## config.mk

```make
export PLATFORM = sky130hd
export DESIGN_NAME = flash_cmd_decoder
export DESIGN_NICKNAME = d
export VERILOG_FILES = /design/src/rtl/fcd_pkg.sv /design/src/rtl/fcd_classify.sv /design/src/rtl/fcd_block_map.sv /design/src/rtl/fcd_fsm.sv /design/src/rtl/flash_cmd_decoder.sv
export SDC_FILE = /design/constraint.sdc
export NUM_CORES = 1
export LEC_CHECK = 0
export ABC_AREA = 1
export BUFFER_PORTS_ARGS = -buffer_cell sky130_fd_sc_hd__buf_2
export CORE_MARGIN = 4
export CORE_UTILIZATION = 35
export CTS_CLUSTER_DIAMETER = 30
export DETAILED_ROUTE_END_ITERATION = 6
export GPL_TIMING_DRIVEN = 1
export PLACE_DENSITY = 0.71
export SETUP_SLACK_MARGIN = 0.3
export SLEW_MARGIN = 20
export SYNTH_ARGS = -nofsm -noshare
export SYNTH_HDL_FRONTEND = slang
export SYNTH_SLANG_ARGS = --single-unit
```

## constraint.sdc

```tcl
create_clock -name clk -period 1.45 [get_ports clk]
set_input_delay 0 -clock clk [delete_from_list [all_inputs] [get_ports clk]]
set_output_delay 0 -clock clk [all_outputs]
set_load 0.005 [all_outputs]
```

## src/rtl/fcd_pkg.sv

```systemverilog
package fcd_pkg;

  typedef enum logic [2:0] {
    S_IDLE,
    S_PSETUP,
    S_ESETUP,
    S_PRUN,
    S_ERUN,
    S_SWAIT,
    S_SUSP,
    S_ABORT
  } fcd_state_e;

  typedef enum logic [2:0] {
    K_NONE,
    K_RD_ARRAY,
    K_RD_STAT,
    K_PROG,
    K_ERASE,
    K_CONFIRM,
    K_SUSPEND,
    K_OTHER
  } fcd_cmd_e;

  localparam int unsigned CODE_W = 8;

  localparam logic [CODE_W-1:0] CODE_RD_ARRAY = 8'hFF;
  localparam logic [CODE_W-1:0] CODE_RD_STAT  = 8'h70;
  localparam logic [CODE_W-1:0] CODE_PROG     = 8'h40;
  localparam logic [CODE_W-1:0] CODE_PROG_ALT = 8'h10;
  localparam logic [CODE_W-1:0] CODE_ERASE    = 8'h20;
  localparam logic [CODE_W-1:0] CODE_CONFIRM  = 8'hD0;
  localparam logic [CODE_W-1:0] CODE_SUSPEND  = 8'hB0;

endpackage

```

## src/rtl/fcd_classify.sv

```systemverilog
module fcd_classify
  import fcd_pkg::*;
#(
  parameter int unsigned DATA_W = 16
) (
  input  logic              stb,
  input  logic [DATA_W-1:0] data,
  input  logic              word_mode,
  output fcd_cmd_e          cmd,
  output logic              all_ones,
  output logic [DATA_W-1:0] pdata
);

  localparam int unsigned PAD_W = DATA_W - CODE_W;

  logic [CODE_W-1:0] code;

  assign code = data[CODE_W-1:0];

  // command classes come from the low byte only
  always_comb begin
    cmd = K_NONE;
    if (stb) begin
      case (code)
        CODE_RD_ARRAY:            cmd = K_RD_ARRAY;
        CODE_RD_STAT:             cmd = K_RD_STAT;
        CODE_PROG, CODE_PROG_ALT: cmd = K_PROG;
        CODE_ERASE:               cmd = K_ERASE;
        CODE_CONFIRM:             cmd = K_CONFIRM;
        CODE_SUSPEND:             cmd = K_SUSPEND;
        default:                  cmd = K_OTHER;
      endcase
    end
  end

  // the width of the all-ones test follows the bus mode
  assign all_ones = word_mode ? (&data) : (&code);

  generate
    if (PAD_W > 0) begin : g_pad
      assign pdata = word_mode ? data : {{PAD_W{1'b0}}, code};
    end else begin : g_nopad
      assign pdata = data;
    end
  endgenerate

endmodule

```

## src/rtl/fcd_block_map.sv

```systemverilog
module fcd_block_map #(
  parameter int unsigned ADDR_W   = 18,
  parameter int unsigned BLK_BITS = 12
) (
  input  logic [ADDR_W-1:0]          addr,
  output logic [ADDR_W-BLK_BITS-1:0] blk
);

  localparam int unsigned BLK_W = ADDR_W - BLK_BITS;

  // every offset inside a block maps to the same index
  assign blk = addr[ADDR_W-1 -: BLK_W];

endmodule

```

## src/rtl/fcd_fsm.sv

```systemverilog
module fcd_fsm
  import fcd_pkg::*;
#(
  parameter int unsigned ADDR_W = 18,
  parameter int unsigned DATA_W = 16,
  parameter int unsigned BLK_W  = 6
) (
  input  logic              clk,
  input  logic              rst_n,
  input  fcd_cmd_e          cmd,
  input  logic              all_ones,
  input  logic [ADDR_W-1:0] addr,
  input  logic [DATA_W-1:0] pdata,
  input  logic [BLK_W-1:0]  blk_idx,
  input  logic              seq_busy,
  input  logic              seq_susp,
  output logic              prog_start,
  output logic [ADDR_W-1:0] prog_addr,
  output logic [DATA_W-1:0] prog_data,
  output logic              erase_start,
  output logic [BLK_W-1:0]  erase_blk,
  output logic              susp_req,
  output logic              resume_req,
  output logic              rd_status,
  output logic              seq_err
);

  fcd_state_e st, st_n;
  logic seen, seen_n;
  logic rd_n, err_n;
  logic pstart_n, estart_n, sreq_n, rreq_n;
  logic cap_prog, cap_erase;
  logic done;

  // the sequencer counts as finished only after busy was seen high
  assign done = seen && !seq_busy;

  always_comb begin
    st_n      = st;
    rd_n      = rd_status;
    err_n     = seq_err;
    seen_n    = seen | seq_busy;
    pstart_n  = 1'b0;
    estart_n  = 1'b0;
    sreq_n    = 1'b0;
    rreq_n    = 1'b0;
    cap_prog  = 1'b0;
    cap_erase = 1'b0;
    case (st)
      S_IDLE: begin
        case (cmd)
          K_RD_ARRAY: rd_n = 1'b0;
          K_RD_STAT:  rd_n = 1'b1;
          K_PROG: begin
            st_n  = S_PSETUP;
            rd_n  = 1'b1;
            err_n = 1'b0;
          end
          K_ERASE: begin
            st_n  = S_ESETUP;
            rd_n  = 1'b1;
            err_n = 1'b0;
          end
          default: ;
        endcase
      end
      S_PSETUP: begin
        if (cmd != K_NONE) begin
          if (all_ones) begin
            st_n = S_ABORT;
          end else begin
            st_n     = S_PRUN;
            pstart_n = 1'b1;
            cap_prog = 1'b1;
            seen_n   = 1'b0;
          end
        end
      end
      S_ESETUP: begin
        if (cmd == K_CONFIRM) begin
          st_n      = S_ERUN;
          estart_n  = 1'b1;
          cap_erase = 1'b1;
          seen_n    = 1'b0;
        end else if (cmd != K_NONE) begin
          st_n  = S_IDLE;
          err_n = 1'b1;
        end
      end
      S_PRUN: begin
        if (done) st_n = S_IDLE;
      end
      S_ERUN: begin
        if (cmd == K_SUSPEND) begin
          st_n   = S_SWAIT;
          sreq_n = 1'b1;
        end else if (done) begin
          st_n = S_IDLE;
        end
      end
      S_SWAIT: begin
        if (seq_susp)  st_n = S_SUSP;
        else if (done) st_n = S_IDLE;
      end
      S_SUSP: begin
        case (cmd)
          K_RD_ARRAY: rd_n = 1'b0;
          K_RD_STAT:  rd_n = 1'b1;
          K_CONFIRM: begin
            st_n   = S_ERUN;
            rd_n   = 1'b1;
            rreq_n = 1'b1;
            seen_n = 1'b0;
          end
          default: ;
        endcase
      end
      S_ABORT: begin
        if (!seq_busy) st_n = S_IDLE;
      end
      default: st_n = S_IDLE;
    endcase
  end

  always_ff @(posedge clk or negedge rst_n) begin
    if (!rst_n) begin
      st          <= S_IDLE;
      seen        <= 1'b0;
      rd_status   <= 1'b0;
      seq_err     <= 1'b0;
      prog_start  <= 1'b0;
      erase_start <= 1'b0;
      susp_req    <= 1'b0;
      resume_req  <= 1'b0;
    end else begin
      st          <= st_n;
      seen        <= seen_n;
      rd_status   <= rd_n;
      seq_err     <= err_n;
      prog_start  <= pstart_n;
      erase_start <= estart_n;
      susp_req    <= sreq_n;
      resume_req  <= rreq_n;
    end
  end

  always_ff @(posedge clk or negedge rst_n) begin
    if (!rst_n) begin
      prog_addr <= '0;
      prog_data <= '0;
    end else if (cap_prog) begin
      prog_addr <= addr;
      prog_data <= pdata;
    end
  end

  always_ff @(posedge clk or negedge rst_n) begin
    if (!rst_n) begin
      erase_blk <= '0;
    end else if (cap_erase) begin
      erase_blk <= blk_idx;
    end
  end

  assert_pulse_width_R11: assert property (@(posedge clk) disable iff (!rst_n)
    (prog_start || erase_start || susp_req || resume_req) |=>
      !($past(prog_start) && prog_start) && !($past(erase_start) && erase_start) &&
      !($past(susp_req) && susp_req) && !($past(resume_req) && resume_req));

  assert_pulse_excl_R11: assert property (@(posedge clk) disable iff (!rst_n)
    $onehot0({prog_start, erase_start, susp_req, resume_req}));

  assert_abort_noprog_R4: assert property (@(posedge clk) disable iff (!rst_n)
    (st == S_PSETUP && cmd != K_NONE && all_ones) |=> (!prog_start && st == S_ABORT));

  assert_prun_exit_R5: assert property (@(posedge clk) disable iff (!rst_n)
    (st == S_PRUN) |=> (st == S_PRUN || st == S_IDLE) && !erase_start && !susp_req);

  assert_erase_blk_R6: assert property (@(posedge clk) disable iff (!rst_n)
    erase_start |-> erase_blk == $past(blk_idx));

  assert_err_src_R7: assert property (@(posedge clk) disable iff (!rst_n)
    $rose(seq_err) |-> ($past(st) == S_ESETUP && !erase_start));

  assert_susp_gate_R9: assert property (@(posedge clk) disable iff (!rst_n)
    (st == S_SUSP) |=> (!prog_start && !erase_start && !susp_req));

endmodule

```

## src/rtl/flash_cmd_decoder.sv

```systemverilog
module flash_cmd_decoder
  import fcd_pkg::*;
#(
  parameter int unsigned ADDR_W   = 18,
  parameter int unsigned DATA_W   = 16,
  parameter int unsigned BLK_BITS = 12
) (
  input  logic                       clk,
  input  logic                       rst_n,
  input  logic                       wr_stb,
  input  logic [ADDR_W-1:0]          wr_addr,
  input  logic [DATA_W-1:0]          wr_data,
  input  logic                       word_mode,
  input  logic                       seq_busy,
  input  logic                       seq_susp,
  output logic                       prog_start,
  output logic [ADDR_W-1:0]          prog_addr,
  output logic [DATA_W-1:0]          prog_data,
  output logic                       erase_start,
  output logic [ADDR_W-BLK_BITS-1:0] erase_blk,
  output logic                       susp_req,
  output logic                       resume_req,
  output logic                       rd_status,
  output logic                       seq_err
);

  localparam int unsigned BLK_W = ADDR_W - BLK_BITS;

  logic [1:0]        rst_sync;
  logic              rst_int_n;
  fcd_cmd_e          cmd;
  logic              all_ones;
  logic [DATA_W-1:0] pdata;
  logic [BLK_W-1:0]  blk_idx;

  // reset asserts at once and is released on a clock edge
  always_ff @(posedge clk or negedge rst_n) begin
    if (!rst_n) rst_sync <= 2'b00;
    else        rst_sync <= {rst_sync[0], 1'b1};
  end

  assign rst_int_n = rst_sync[1];

  fcd_classify #(.DATA_W(DATA_W)) u_classify (
    .stb       (wr_stb),
    .data      (wr_data),
    .word_mode (word_mode),
    .cmd       (cmd),
    .all_ones  (all_ones),
    .pdata     (pdata)
  );

  fcd_block_map #(.ADDR_W(ADDR_W), .BLK_BITS(BLK_BITS)) u_blkmap (
    .addr (wr_addr),
    .blk  (blk_idx)
  );

  fcd_fsm #(.ADDR_W(ADDR_W), .DATA_W(DATA_W), .BLK_W(BLK_W)) u_fsm (
    .clk         (clk),
    .rst_n       (rst_int_n),
    .cmd         (cmd),
    .all_ones    (all_ones),
    .addr        (wr_addr),
    .pdata       (pdata),
    .blk_idx     (blk_idx),
    .seq_busy    (seq_busy),
    .seq_susp    (seq_susp),
    .prog_start  (prog_start),
    .prog_addr   (prog_addr),
    .prog_data   (prog_data),
    .erase_start (erase_start),
    .erase_blk   (erase_blk),
    .susp_req    (susp_req),
    .resume_req  (resume_req),
    .rd_status   (rd_status),
    .seq_err     (seq_err)
  );

endmodule

```

==> run_results.csv, run 1 <==
group,metric,value,unit
placement,dp_hpwl,4706,um
synth,synth_fp_nets,346,
placement,placement.io_buffers,85,
timing,fmax,701.7,MHz
clock_tree,root_buffer,"clkbuf_8",
global_route,grt_start_max_net_pins,22,
worst_setup_path,crit_path_end_kind,"flop",
global_route,grt_pass1_vias,2613,
worst_setup_path,start_kind,"flop",
final_layout,diodes,0,
floorplan,ios,86,
global_route,overflow,0,
drt,antenna_left,0,
clock_tree,cts_made_buffers,5,
worst_setup_path,ff2ff_path_depth,9,
worst_setup_path,path_class,"flop to flop",
drt,first_pass_iters,4,
timing,finalMaxSlewViolations,0,
drt,viasPerCell,4.694,
timing,layout_min_cycle_time,1425,ps
placement,placed_area,3224,sq um
worst_setup_path,crit_arrival,1660,ps
final_layout,fin_nets,498,
timing,whs,20.22,ps
outcome,status,"complete, no violations",
worst_setup_path,cp_max_fo,10,
placement,gp_congestion,0.8495,
worst_setup_path,required,1690,ps
synth,ys_seq_area_share,51.82,%
final_layout,syn_to_final_growth,65.57,%
synth,yosysWarnings,0,
global_route,grt_usage,17.51,%
min_path,whs_endpoint,"u_fsm.prog_data[14]$_DFFE_PN0P_",
final_layout,layout_commonest_cell,"nand2_1",
drt,wl_per_cell,13.53,um
final_layout,fin_util,60.53,%
timing,finalSetupViolCount,0,
pwr,peakVddDrop,0.5957,mV
final_layout,fin_cells,555,
worst_setup_path,r2r_start,"u_fsm.st[1]$_DFFE_PN0P_",
global_route,grt_pass1_wl,12080,um
synth,ys_types,31,
synth,synthesis.area,2511,sq um
global_route,antenna_found_initial,0,
drt,drt_iter0_drc,100,
synth,netlist_instances,306,
min_path,min-delay-start,"word_mode",
pwr,power_density,1485,nW/um^2
floorplan,initial_core_util,36.56,%
worst_setup_path,r2r-end,"u_fsm.prog_addr[11]$_DFFE_PN0P_",
drt,route.vias.total,2605,
synth,ys_seq_elements,52,
floorplan,dieHeight,92.71,um
clock_tree,cts_num_sinks,52,
clock_tree,clk_path_buf_depth,2,
timing,finalCritPeriodShare,98.28,%
clock_tree,clkTransAtPathRegs,90,ps
clock_tree,clk_latency,300,ps
clock_tree,h-tree-depth,2,
drt,wl,7510,um
timing,hold_viol,0,
timing,fin_skew,5.106,ps
drt,drc,0,
timing,rsz0062_at_grt,"true",
clock_tree,cts_tree,"done",
job,cap_violations,0,
min_path,whs_path_depth,3,
floorplan,fp-row-count,30,
final_layout,final_cell_mix,"93 x nand2_1, 85 x buf_2, 50 x dfrtp_1, 34 x dlygate4sd3_1, 18 x inv_1",
floorplan,die_x,92.71,um
pwr,p_leak,2.174,nW
floorplan,dieArea,8594,sq um
final_layout,final_area,4158,sq um
final_layout,drive_gt1_share,44.88,%
placement,dp_cells,494,
min_path,worstHoldPathType,"primary input to flop",
pwr,total_power,6.176,mW
floorplan,core_area,6869,sq um
worst_setup_path,r2r_setup_slack,20,ps
synth,postSynthAreaPerCell,8.206,sq um
logic make-up (layout without fill, tap and decap cells):
| kind of cell | Yosys count | count (layout) | share of synthesized area [%] |
|---|---|---|---|
| buffers and inverters | 46 | 198 | 7.524 |
| AO/OA/AOI/OAI | 38 | 38 | 9.567 |
| other | 1 | 1 | 0.1493 |
| flip-flops | 52 | 52 | 51.82 |
| AND/OR/NAND/NOR | 169 | 170 | 30.94 |
what timing repair did:
action,CTS,global route
pin swaps,15,17
hold buffers,34,0
endpoints found under the setup margin,49,49
gates resized for setup,54,24
gates cloned,3,2
setup buffers,13,1
hold endpoints to repair,37,0
synthesized netlist by cell type (all sizes together):
cell type | number | share of area [%]
a21oi | 2 | 0.40
a22oi | 3 | 0.90
buf | 5 | 1.3
clkbuf | 4 | 0.65
conb | 1 | 0.15
dfrtp | 52 | 52
inv | 37 | 5.5
nand2 | 116 | 19
nand3 | 11 | 2.6
nand3b | 1 | 0.30
nand4 | 6 | 1.7
nor2 | 29 | 5.7
nor3 | 5 | 1.0
nor4 | 1 | 0.25
o2111ai | 1 | 0.35
o211ai | 1 | 0.30
o21ai | 27 | 6.3
o21bai | 3 | 1.0
o31ai | 1 | 0.30
worst max path at each step:
stage | start | endpoint | slack [ps] | cells past startpoint
after CTS | u_fsm.st[1]$_DFFE_PN0P_ | u_fsm.prog_addr[6]$_DFFE_PN0P_ | 70 | 9
final | u_fsm.st[1]$_DFFE_PN0P_ | u_fsm.prog_addr[11]$_DFFE_PN0P_ | 20 | 9
after global routing | u_fsm.st[0]$_DFFE_PN0P_ | u_fsm.st[0]$_DFFE_PN0P_ | -80 | 10
after floorplan | u_fsm.st[2]$_DFFE_PN0P_ | u_fsm.rd_status$_DFFE_PN0P_ | 60 | 4
after global placement | u_fsm.st[0]$_DFFE_PN0P_ | u_fsm.st[1]$_DFFE_PN0P_ | -30 | 10
after detailed placement | wr_data[2] | u_fsm.erase_blk[5]$_DFFE_PN0P_ | -90 | 13
per-layer routing:
layer | GRT usage [%] | routed length, um | part of all wire [%] | vias up
met4 | 6.227 | 137 | 1.8 | 0
li1 | - | - | - | 1269
met1 | 20.45 | 3021 | 40 | 1226
met2 | 31.84 | 3896 | 52 | 100
met3 | 3.331 | 455 | 6.1 | 10
met5 | 0 | 0 | 0 | -
final cells by class:
type                       instances  area, sq um
clock inverter                     2        35.03
sequential                        52         1304
multi-input combinational        209         1267
clock buffer                       6        72.57
inverter                          37        171.4
fill                             569         2711
tap                               96        120.1
timing repair buffer             153         1187
registers in the layout, summed over array words and instances, names as in the netlist:
signal	count
u_fsm.prog_start	1
u_fsm.erase_start	1
u_fsm.prog_data	16
rst_sync	2
u_fsm.erase_blk	6
u_fsm.st	3
u_fsm.susp_req	1
u_fsm.seq_err	1
u_fsm.rd_status	1
u_fsm.resume_req	1
u_fsm.prog_addr	18
u_fsm.seen	1
through the flow:
stage,TNS [ps],setup slack (ps)
after CTS,0,68.29
after detailed placement,-499.0,-89.33
after floorplan,0,63.56
after global routing,-1577,-76.74
after global placement,-165.4,-34.20
final,0,24.93
worst max-delay path, cell delays in order (launching register included):
cell and delay, ps:
dfrtp_1 410, inv_2 120, nand2_4 70, nor2_4 110, nand2_2 90, nor2_4 140, buf_6 150, clkbuf_16 150
nand2_1 50, nand2_1 70
power breakdown:
part | internal, mW | switching, mW | total [mW]
registers | 1.95 | 0.305 | 2.25
clock network | 0.513 | 0.455 | 0.967
logic | 1.51 | 1.45 | 2.96
total | 3.97 | 2.21 | 6.18
(Power assumes the default switching activity.)
==> run 2: changes to the inputs <==
Settings changed: CORE_UTILIZATION 35 to 25, PLACE_DENSITY 0.71 to 0.57.
==> run 2 against run 1 <==
Net effect:
- via count down 1.3%
- critical path depth unchanged
- sequential power about the same
- die area up 36%
- routed wire length down 2.9%
- clock power down 14%
- final cell count up 7.4%
- critical path type unchanged
- highest routed layer unchanged
==> run_results.csv, run 2 (synthesized netlist as in run 1, its figures left out) <==
group,metric,value,unit
worst_setup_path,crit_chain,"inv_2 > nand2_4 > nor2_4 > nand2_2 > nor2_4 > inv_2 > buf_12 > nand2_1 > o21ai_0",
drt,route.vias.total,2571,
global_route,grt_pass1_vias,2572,
job,cap_violations,0,
pwr,total_power,5.777,mW
clock_tree,clk_latency,310,ps
floorplan,dieArea,11710,sq um
global_route,overflow,0,
timing,fmax,701.6,MHz
final_layout,fin_util,41.51,%
pwr,power.share.clock,14.4,%
global_route,grt_usage,12.47,%
final_layout,diodes,0,
pwr,seq_power_share,38.5,%
drt,drc,0,
timing,finalMaxSlewViolations,0,
placement,dp_hpwl,5018,um
final_layout,fill_cells,963,
worst_setup_path,cp_max_fo,29,
floorplan,fp-row-count,36,
timing,fin_skew,7.632,ps
worst_setup_path,cpPeakStageDelay,410,ps
clock_tree,cts_num_sinks,52,
timing,layout_setup_ws,24.71,ps
drt,first_pass_iters,5,
timing,finalCritPeriodShare,98.30,%
drt,drt_iter0_drc,138,
clock_tree,clk_path_buf_depth,2,
pwr,combPwrFrac,47.1,%
global_route,grt_start_max_net_pins,32,
timing,layout_min_cycle_time,1425,ps
drt,antenna_left,0,
worst_setup_path,required,1640,ps
floorplan,dieHeight,108.2,um
final_layout,drive_gt1_share,44.92,%
drt,wl_per_cell,12.23,um
placement,placed_area,3306,sq um
min_path,worstHoldPathType,"primary input to flop",
final_layout,fin_nets,502,
final_layout,regMostFlops,"u_fsm.prog_addr",
floorplan,die_x,108.2,um
worst_setup_path,path_class,"flop to flop",
clock_tree,clkTransAtPathRegs,90,ps
placement,gp_congestion,0.7713,
timing,hold_viol,0,
global_route,grt_pass1_wl,11770,um
pwr,p_leak,2.127,nW
worst_setup_path,crit_path_end_kind,"flop",
placement,pre_cts_ws,-106.5,ps
drt,viasPerCell,4.314,
pwr,peakVddDrop,0.5411,mV
timing,rsz0062_at_grt,"true",
global_route,antenna_found_initial,0,
clock_tree,cts_made_buffers,5,
final_layout,layout_commonest_cell,"nand2_1",
floorplan,core_area,9774,sq um
floorplan,initial_core_util,25.69,%
worst_setup_path,crit_arrival,1620,ps
worst_setup_path,start_kind,"flop",
final_layout,top_regs,"u_fsm.prog_addr: 18 flops, u_fsm.prog_data: 16 flops, u_fsm.erase_blk: 6 flops",
pwr,power_density,1424,nW/um^2
pwr,switching_power,2.129,mW
worst_setup_path,critical-path-slowest-cell,"dfrtp_1",
clock_tree,cts_tree,"done",
floorplan,ios,86,
timing,finalSetupViolCount,0,
clock_tree,root_buffer,"clkbuf_8",
final_layout,final_cell_mix,"94 x nand2_1, 85 x buf_2, 50 x dfrtp_1, 30 x dlygate4sd3_1, 30 x buf_4",
final_layout,largest_reg_flops,18,
pwr,swShare,36.85,%
clock_tree,h-tree-depth,2,
drt,wl,7291,um
outcome,status,"complete, no violations",
placement,placement.io_buffers,85,
pwr,internal-power,3.648,mW
final_layout,final_area,4058,sq um
final_layout,syn_to_final_growth,61.58,%
-- run 2: worst paths after layout --
check                                         from                               to  slack [ps]  cells after the start
max reg2reg                u_fsm.st[1]$_DFFE_PN0P_  u_fsm.prog_addr[14]$_DFFE_PN0P_          20                      9
min                                     wr_data[4]   u_fsm.prog_data[4]$_DFFE_PN0P_          10                      3
min reg2reg                  rst_sync[1]$_DFF_PN0_   u_fsm.prog_addr[9]$_DFFE_PN0P_         230                      1
max in group asynchronous                    rst_n            rst_sync[1]$_DFF_PN0_         770                      3
max                        u_fsm.st[1]$_DFFE_PN0P_  u_fsm.prog_addr[14]$_DFFE_PN0P_          20                      9
min in group asynchronous    rst_sync[1]$_DFF_PN0_   u_fsm.prog_addr[9]$_DFFE_PN0P_         230                      1
-- run 2: stage by stage --
step / TNS [ps] / cells / hold WS [ps]
2_1_floorplan: 0 / 306 / -295.6
3_3_place_gp: -344.6 / 539 / -210.5
3_5_place_dp: -701.7 / 539 / -205.4
4_1_cts: 0 / 590 / 5.596
5_1_grt: -1379 / 596 / 17.78
6_report: 0 / 596 / 11.66
-- run 2: repair_timing --
item,in CTS,in global routing
setup endpoints to repair,49,50
hold endpoints to repair,33,0
hold buffers,30,0
resized for setup,34,25
pin swaps,11,6
buffers inserted,12,6
gates cloned,1,0
-- run 2: critical path, delay by kind of cell (launching register included) --
family	cells	cell delay, ps
flops	1	410
simple gates	5	480
buf+inv	3	350
compound gates	1	70
-- run 2: area by class of cell --
| class | instances | area, sq um | area share, % |
|---|---|---|---|
| clock buffer | 6 | 72.57 | 1.788 |
| tap | 133 | 166.4 | 4.101 |
| timing repair buffer | 157 | 1095 | 26.98 |
| inverter | 37 | 166.4 | 4.101 |
| clock inverter | 2 | 13.76 | 0.3392 |
| multi-input combinational | 209 | 1240 | 30.56 |
| sequential | 52 | 1304 | 32.13 |
-- run 2: layer usage --
layer  global-route usage (%)  wire length (um)  vias to the layer above  part of all wire (%)
li1                         -                 -                     1275                     -
met1                    14.47              3043                     1207                    42
met2                    22.56              3666                       74                    50
met3                    2.448               404                       15                   5.5
met4                    4.779               177                        0                   2.4
met5                        0                 0                        -                     0
-- run 2: power by group through the flow --
stage / Clock (mW) / Combinational (mW) / Sequential, mW
5_1_grt: 0.920 / 3.03 / 2.29
6_report: 0.832 / 2.72 / 2.23
2_1_floorplan: 0 / 1.04 / 2.28
4_1_cts: 0.866 / 2.46 / 2.21
3_3_place_gp: 0 / 1.99 / 2.23
3_5_place_dp: 0 / 2.01 / 2.24
